[src/rtl/isnc_pkg.sv]
package isnc_pkg;

    localparam int MAX_LINES = 126;
    localparam int ADDR_W    = 12;

    localparam logic [ADDR_W-1:0] EN_BASE  = 12'h010;
    localparam logic [ADDR_W-1:0] CFG_BASE = 12'h110;

    // Sense codes as stored in the configuration array
    typedef enum logic [2:0] {
        SENSE_LVL_LO = 3'b000,
        SENSE_FALL   = 3'b010,
        SENSE_LVL_HI = 3'b100,
        SENSE_RISE   = 3'b110,
        SENSE_BOTH   = 3'b111
    } sense_code_e;

    // Per-line conversion mode after decoding
    typedef enum logic [2:0] {
        MODE_OFF,
        MODE_HIGH,
        MODE_LOW,
        MODE_UP,
        MODE_DOWN,
        MODE_ANY
    } line_mode_e;

    function automatic line_mode_e decode_sense(input logic [2:0] code);
        line_mode_e m;
        unique case (code)
            SENSE_LVL_LO: m = MODE_LOW;
            SENSE_FALL:   m = MODE_DOWN;
            SENSE_LVL_HI: m = MODE_HIGH;
            SENSE_RISE:   m = MODE_UP;
            SENSE_BOTH:   m = MODE_ANY;
            default:      m = MODE_OFF;
        endcase
        return m;
    endfunction

endpackage

[src/rtl/isnc_regs.sv]
module isnc_regs
    import isnc_pkg::*;
#(
    parameter int NUM_LINES = MAX_LINES
) (
    input  logic                      clk,
    input  logic                      rst_n,
    input  logic [ADDR_W-1:0]         reg_addr,
    input  logic                      reg_wr,
    input  logic [31:0]               reg_wdata,
    output logic [31:0]               reg_rdata,
    output logic [NUM_LINES-1:0]      line_en,
    output logic [NUM_LINES-1:0][2:0] line_cfg
);

    localparam int EN_WORDS = (NUM_LINES + 31) / 32;
    localparam int PAD_W    = EN_WORDS * 32;

    logic [PAD_W-1:0] en_pad;

    // One enable flop and one code register per line; nothing exists for
    // indices at or above NUM_LINES, so writes there fall away.
    for (genvar n = 0; n < NUM_LINES; n++) begin : g_line
        localparam logic [ADDR_W-1:0] EN_ADDR = EN_BASE  + ADDR_W'(4 * (n / 32));
        localparam logic [ADDR_W-1:0] CF_ADDR = CFG_BASE + ADDR_W'(4 * n);
        localparam int                BIT_POS = n % 32;

        logic       en_r;
        logic [2:0] cfg_r;

        always_ff @(posedge clk or negedge rst_n) begin
            if (!rst_n) begin
                en_r  <= 1'b0;
                cfg_r <= 3'b000;
            end else if (reg_wr) begin
                if (reg_addr == EN_ADDR) en_r  <= reg_wdata[BIT_POS];
                if (reg_addr == CF_ADDR) cfg_r <= reg_wdata[2:0];
            end
        end

        assign line_en[n]  = en_r;
        assign line_cfg[n] = cfg_r;
    end

    assign en_pad = PAD_W'(line_en);

    always_comb begin
        reg_rdata = '0;
        for (int w = 0; w < EN_WORDS; w++) begin
            if (reg_addr == EN_BASE + ADDR_W'(4 * w)) begin
                reg_rdata = en_pad[w*32 +: 32];
            end
        end
        for (int n = 0; n < NUM_LINES; n++) begin
            if (reg_addr == CFG_BASE + ADDR_W'(4 * n)) begin
                reg_rdata = {29'd0, line_cfg[n]};
            end
        end
    end

endmodule

[src/rtl/isnc_line.sv]
module isnc_line
    import isnc_pkg::*;
#(
    parameter int SYNC_STAGES = 2
) (
    input  logic       clk,
    input  logic       rst_n,
    input  logic       raw_in,
    input  logic       line_en,
    input  logic [2:0] line_cfg,
    output logic       irq_out
);

    logic [SYNC_STAGES-1:0] sync_q;
    logic                   hist_q;
    logic                   cur;
    logic                   out_d;
    logic                   out_q;
    line_mode_e             mode;

    assign cur = sync_q[SYNC_STAGES-1];

    // Synchronizer and history: tracks the input regardless of mode, so a
    // mode change alone never looks like an edge.
    always_ff @(posedge clk or negedge rst_n) begin
        if (!rst_n) begin
            sync_q <= '0;
            hist_q <= 1'b0;
        end else begin
            sync_q <= {sync_q[SYNC_STAGES-2:0], raw_in};
            hist_q <= cur;
        end
    end

    // Output forming per decoded mode
    always_comb begin
        mode = decode_sense(line_cfg);
        unique case (mode)
            MODE_HIGH: out_d = cur;
            MODE_LOW:  out_d = ~cur;
            MODE_UP:   out_d = cur & ~hist_q;
            MODE_DOWN: out_d = ~cur & hist_q;
            MODE_ANY:  out_d = cur ^ hist_q;
            default:   out_d = 1'b0;
        endcase
        if (!line_en) out_d = 1'b0;
    end

    always_ff @(posedge clk or negedge rst_n) begin
        if (!rst_n) out_q <= 1'b0;
        else        out_q <= out_d;
    end

    assign irq_out = out_q;

endmodule

[src/rtl/isnc_top.sv]
module isnc_top
    import isnc_pkg::*;
#(
    parameter int NUM_LINES   = MAX_LINES,
    parameter int SYNC_STAGES = 2
) (
    input  logic                 clk,
    input  logic                 rst_n,
    input  logic [NUM_LINES-1:0] irq_in,
    output logic [NUM_LINES-1:0] irq_out,
    input  logic [ADDR_W-1:0]    reg_addr,
    input  logic                 reg_wr,
    input  logic [31:0]          reg_wdata,
    output logic [31:0]          reg_rdata
);

    logic [NUM_LINES-1:0]      line_en;
    logic [NUM_LINES-1:0][2:0] line_cfg;

    isnc_regs #(
        .NUM_LINES (NUM_LINES)
    ) u_regs (
        .clk       (clk),
        .rst_n     (rst_n),
        .reg_addr  (reg_addr),
        .reg_wr    (reg_wr),
        .reg_wdata (reg_wdata),
        .reg_rdata (reg_rdata),
        .line_en   (line_en),
        .line_cfg  (line_cfg)
    );

    for (genvar n = 0; n < NUM_LINES; n++) begin : g_conv
        isnc_line #(
            .SYNC_STAGES (SYNC_STAGES)
        ) u_line (
            .clk      (clk),
            .rst_n    (rst_n),
            .raw_in   (irq_in[n]),
            .line_en  (line_en[n]),
            .line_cfg (line_cfg[n]),
            .irq_out  (irq_out[n])
        );
    end

endmodule

[config.mk]
export PLATFORM = sky130hd
export DESIGN_NAME = isnc_top
export DESIGN_NICKNAME = d
export VERILOG_FILES = /design/src/rtl/isnc_pkg.sv /design/src/rtl/isnc_regs.sv /design/src/rtl/isnc_line.sv /design/src/rtl/isnc_top.sv
export SDC_FILE = /design/constraint.sdc
export NUM_CORES = 2
export LEC_CHECK = 0
export ABC_AREA = 1
export BUFFER_PORTS_ARGS = -buffer_cell sky130_fd_sc_hd__buf_4
export CAP_MARGIN = 10
export CORE_MARGIN = 10
export CORE_UTILIZATION = 61
export DETAILED_ROUTE_END_ITERATION = 10
export GPL_ROUTABILITY_DRIVEN = 0
export PLACE_DENSITY_LB_ADDON = 0.25
export SYNTH_ARGS = -nofsm -noshare
export SYNTH_HDL_FRONTEND = slang
export SYNTH_HIERARCHICAL = 1
export SYNTH_SLANG_ARGS = --single-unit
export TNS_END_PERCENT = 5
[constraint.sdc]
create_clock -name clk -period 9.6 [get_ports clk]
set_clock_uncertainty 0.2 [all_clocks]
set_input_delay 1.44 -clock clk [delete_from_list [all_inputs] [get_ports clk]]
set_output_delay 1.44 -clock clk [all_outputs]
set_load 0.01 [all_outputs]
==> impl_metrics.py <==
metrics = {
    "run_status": {
        "violations": "setup timing",
        "status": "finished with violations",
    },
    "yosys": {
        "synthFlopType": "dfrtp_1",
        "synthCells": 6324,
        "ys_seq_elements": 1008,
        "synthMostInstantiatedCell": "nand2_1",
        "async_flop_share_pct": 100,
        "ys.warnings.count": 6,
        "yosysTopAreaCell": "dfrtp_1",
        "synth_common_cells": "2023 x nand2_1, 1084 x inv_1, 1008 x dfrtp_1",
        "yosysTopAreaCellShare_pct": 50.3,
        "synth_nets": 6749,
        "synth_cell_types": 32,
        "synth_area_leaders": "dfrtp_1 50%, nand2_1 15%, inv_1 8.1%, ha_1 6.3%, o21ai_0 5.6%",
        "synth.yosys.seq_area_share_pct": 50.3,
        "synth_area_per_cell_sq_um": 7.93,
        "synth_edf_count": 0,
        "synth.cell_area_sq_um": 50200,
    },
    "clock_tree": {
        "clk_path_buf_depth": 3,
        "clkSinkCount": 1008,
        "path_clk_slew_ns": 0.06,
        "post_cts_buffers": 0,
        "cts_hold_buf": 0,
        "clk_latency_ns": 0.68,
        "htree_levels": 3,
        "cts_tree": "yes",
        "cts_made_buffers": 103,
        "clockRootBuffer": "clkbuf_16",
    },
    "layout": {
        "seq_area_sq_um": 25200,
        "layout.nets": 7072,
        "syn_to_final_growth_pct": 14.1,
        "layout-drive-gt1-share_pct": 14.1,
        "final_area_sq_um": 57200,
        "fill_cells": 6371,
        "multi_input_area_sq_um": 19000,
    },
    "global_routing": {
        "grt_antenna_before_repair": 15,
        "use_met3_pct": 8.64,
        "grtUsageMet1_pct": 37.6,
        "grt_use_total_pct": 30.8,
        "grt_pass1_wl_mm": 226,
        "grt_most_used_layer": "met2",
        "grtUsageMet2_pct": 48.5,
        "gr-total-overflow": 0,
        "grt_max_degree": 182,
        "grt_pass1_vias": 41308,
    },
    "die": {
        "die-area_sq_um": 94100,
        "die_h_um": 307,
        "io_pins": 331,
        "core_sq_um": 81800,
        "num_rows": 105,
        "initial_core_util_pct": 61.3,
        "fp.dieW_um": 307,
    },
    "timing": {
        "rsz0062_at_grt": "yes",
        "fin_crit_ns": 11.12,
        "relSlewSlack_pct": 16.2,
        "hold_viol": 0,
        "fin_ws_ns": -1.52,
        "finalSetupViolations": 3,
        "drv_slew": 0,
        "period_share_pct": 116,
        "holdWs_ns": 0.144,
        "worst_slew_pin_slew_ns": 1.25,
        "fmax_mhz": 89.9,
    },
    "route": {
        "firstDrtPassIters": 6,
        "post_drt_wl_per_cell_um": 18.9,
        "vias": 42409,
        "drcViolationCount": 0,
        "final_antenna_net_count": 0,
        "drt-initial-drc-count": 4508,
        "vias_per_cell": 5.43,
        "wl_mm": 147,
    },
    "place": {
        "post-place-ws_ns": -1.43,
        "placed_area_sq_um": 53600,
        "io_buffers": 330,
        "hpwl_mm": 107,
    },
    "worst_setup_path": {
        "endpoint_kind": "primary output",
        "r2r_end": "g_conv[39].u_line/irq_out",
        "critPathMaxStageDelay_ns": 0.19,
        "ff2ff_setup_slack_ns": 7.83,
        "r2r_start": "g_conv[39].u_line/sync_q[1]",
        "crit_type": "in -> out",
        "crit_arrival_ns": 9.48,
        "slowest_stage": "buf_4",
        "crit_path_end": "reg_rdata[0]",
        "cpMostUsedCell": "nand4_1",
        "crit_fanout": 3,
        "cp-startpoint": "reg_addr[2]",
        "crit_required_ns": 7.96,
        "reg2reg_depth": 5,
        "critPathLaunchType": "input pin",
    },
    "power_and_ir_drop": {
        "comb_power_share_pct": 5.1,
        "p_int_mw": 6.91,
        "power.density_nw_per_um2": 158,
        "switching_share_pct": 23.5,
        "leakage_nw": 28.3,
        "power_frac_clock_pct": 45.9,
        "seqPwrFrac_pct": 49.0,
        "p_switching_mw": 2.12,
        "ir_drop_v": 0.000148,
    },
    "flow_run": {
        "cap_violations": 0,
    },
    "min_path": {
        "hp-class": "reg -> reg",
    },
}
## timing repair
item                       in CTS  in global routing
setup endpoints to repair       3                  3
cloned                          0                  0
gates resized for setup        11                  7
pin swaps                       0                  2
## stage by stage
stage / cells / power [mW] / TNS, ns / util, %
2_1_floorplan: 6324 / 4.68 / 0 / -
3_5_place_dp: 7612 / 4.95 / -4.09 / 65.5
5_1_grt: 7808 / 9.32 / -6.21 / 69.9
6_report: 7811 / 9.02 / -4.31 / 69.9
3_3_place_gp: 7612 / 4.93 / -3.82 / 65.5
4_1_cts: 7803 / 9.06 / -3.76 / 69.9
## cell families (layout without fill, tap and decap cells)
logic type      count (synthesis)  count (layout)  synth area share, %
simple gates                 2831            2831                 22.6
buf+inv                      1462            1871                 11.9
flops                        1008            1008                 50.3
compound gates                770             770                 8.92
fa+ha+maj                     252             252                 6.29
mux                             1               1               0.0200
other cells                     0               8                    0
## critical path, delay by kind of cell
family                 cells  cell delay, ns
buffers and inverters      4            0.58
and+or+nand+nor           73            7.44
## metal layers
layer  routed length, um  part of all wire (%)
met5                  90                 0.061
met4                9710                   6.6
met3               15600                    11
met2               66100                    45
met1               55700                    38
## sequential cells by signal, summed over array words and instances, names as in the netlist
register and cells:
u_regs/g_line.cfg_r 378, g_conv.u_line/irq_out 126, u_regs/g_line.en_r 126, g_conv.u_line/sync_q 252, g_conv.u_line/hist_q 126
## layout make-up
class	instances	share of cell area, %
multi-input cells	3854	33.3
clock buffers	137	5.19
clock inverters	54	0.938
diodes	8	0.0350
well taps	1070	2.34
flip-flops and latches	1008	44.1
inverters	1219	8.00
repair buffers	461	6.13
## power groups by stage
stage / Sequential (mW) / Combinational [mW] / Clock [mW]
floorplan: 4.46 / 0.217 / 0
global placement: 4.49 / 0.438 / 0
detailed placement: 4.49 / 0.456 / 0
CTS: 4.42 / 0.462 / 4.18
global route: 4.43 / 0.524 / 4.37
finish: 4.42 / 0.461 / 4.15
## worst min-delay path by stage
stage	to	slack (ns)	cells after the start	start
6_report	g_conv[10].u_line/sync_q[1]	0.14	0	g_conv[10].u_line/sync_q[0]
5_1_grt	g_conv[84].u_line/sync_q[1]	0.15	0	g_conv[84].u_line/sync_q[0]
4_1_cts	g_conv[10].u_line/sync_q[1]	0.14	0	g_conv[10].u_line/sync_q[0]
3_5_place_dp	g_conv[124].u_line/sync_q[1]	0.13	0	g_conv[124].u_line/sync_q[0]
3_3_place_gp	g_conv[118].u_line/sync_q[1]	0.13	0	g_conv[118].u_line/sync_q[0]
2_1_floorplan	g_conv[0].u_line/sync_q[1]	0.13	0	g_conv[0].u_line/sync_q[0]
## placed cells by master, fill, tap and decap left out, types with 126 or more instances in the layout
cell type and n:
inv_2 135, a21oi_2 126, inv_1 1080, buf_4 457, nand2_1 2018, o21ai_0 560
ha_1 252, nand3_1 272, dfrtp_1 1008, nor2_1 379
No activity file was read; power rests on OpenSTA's default activity.
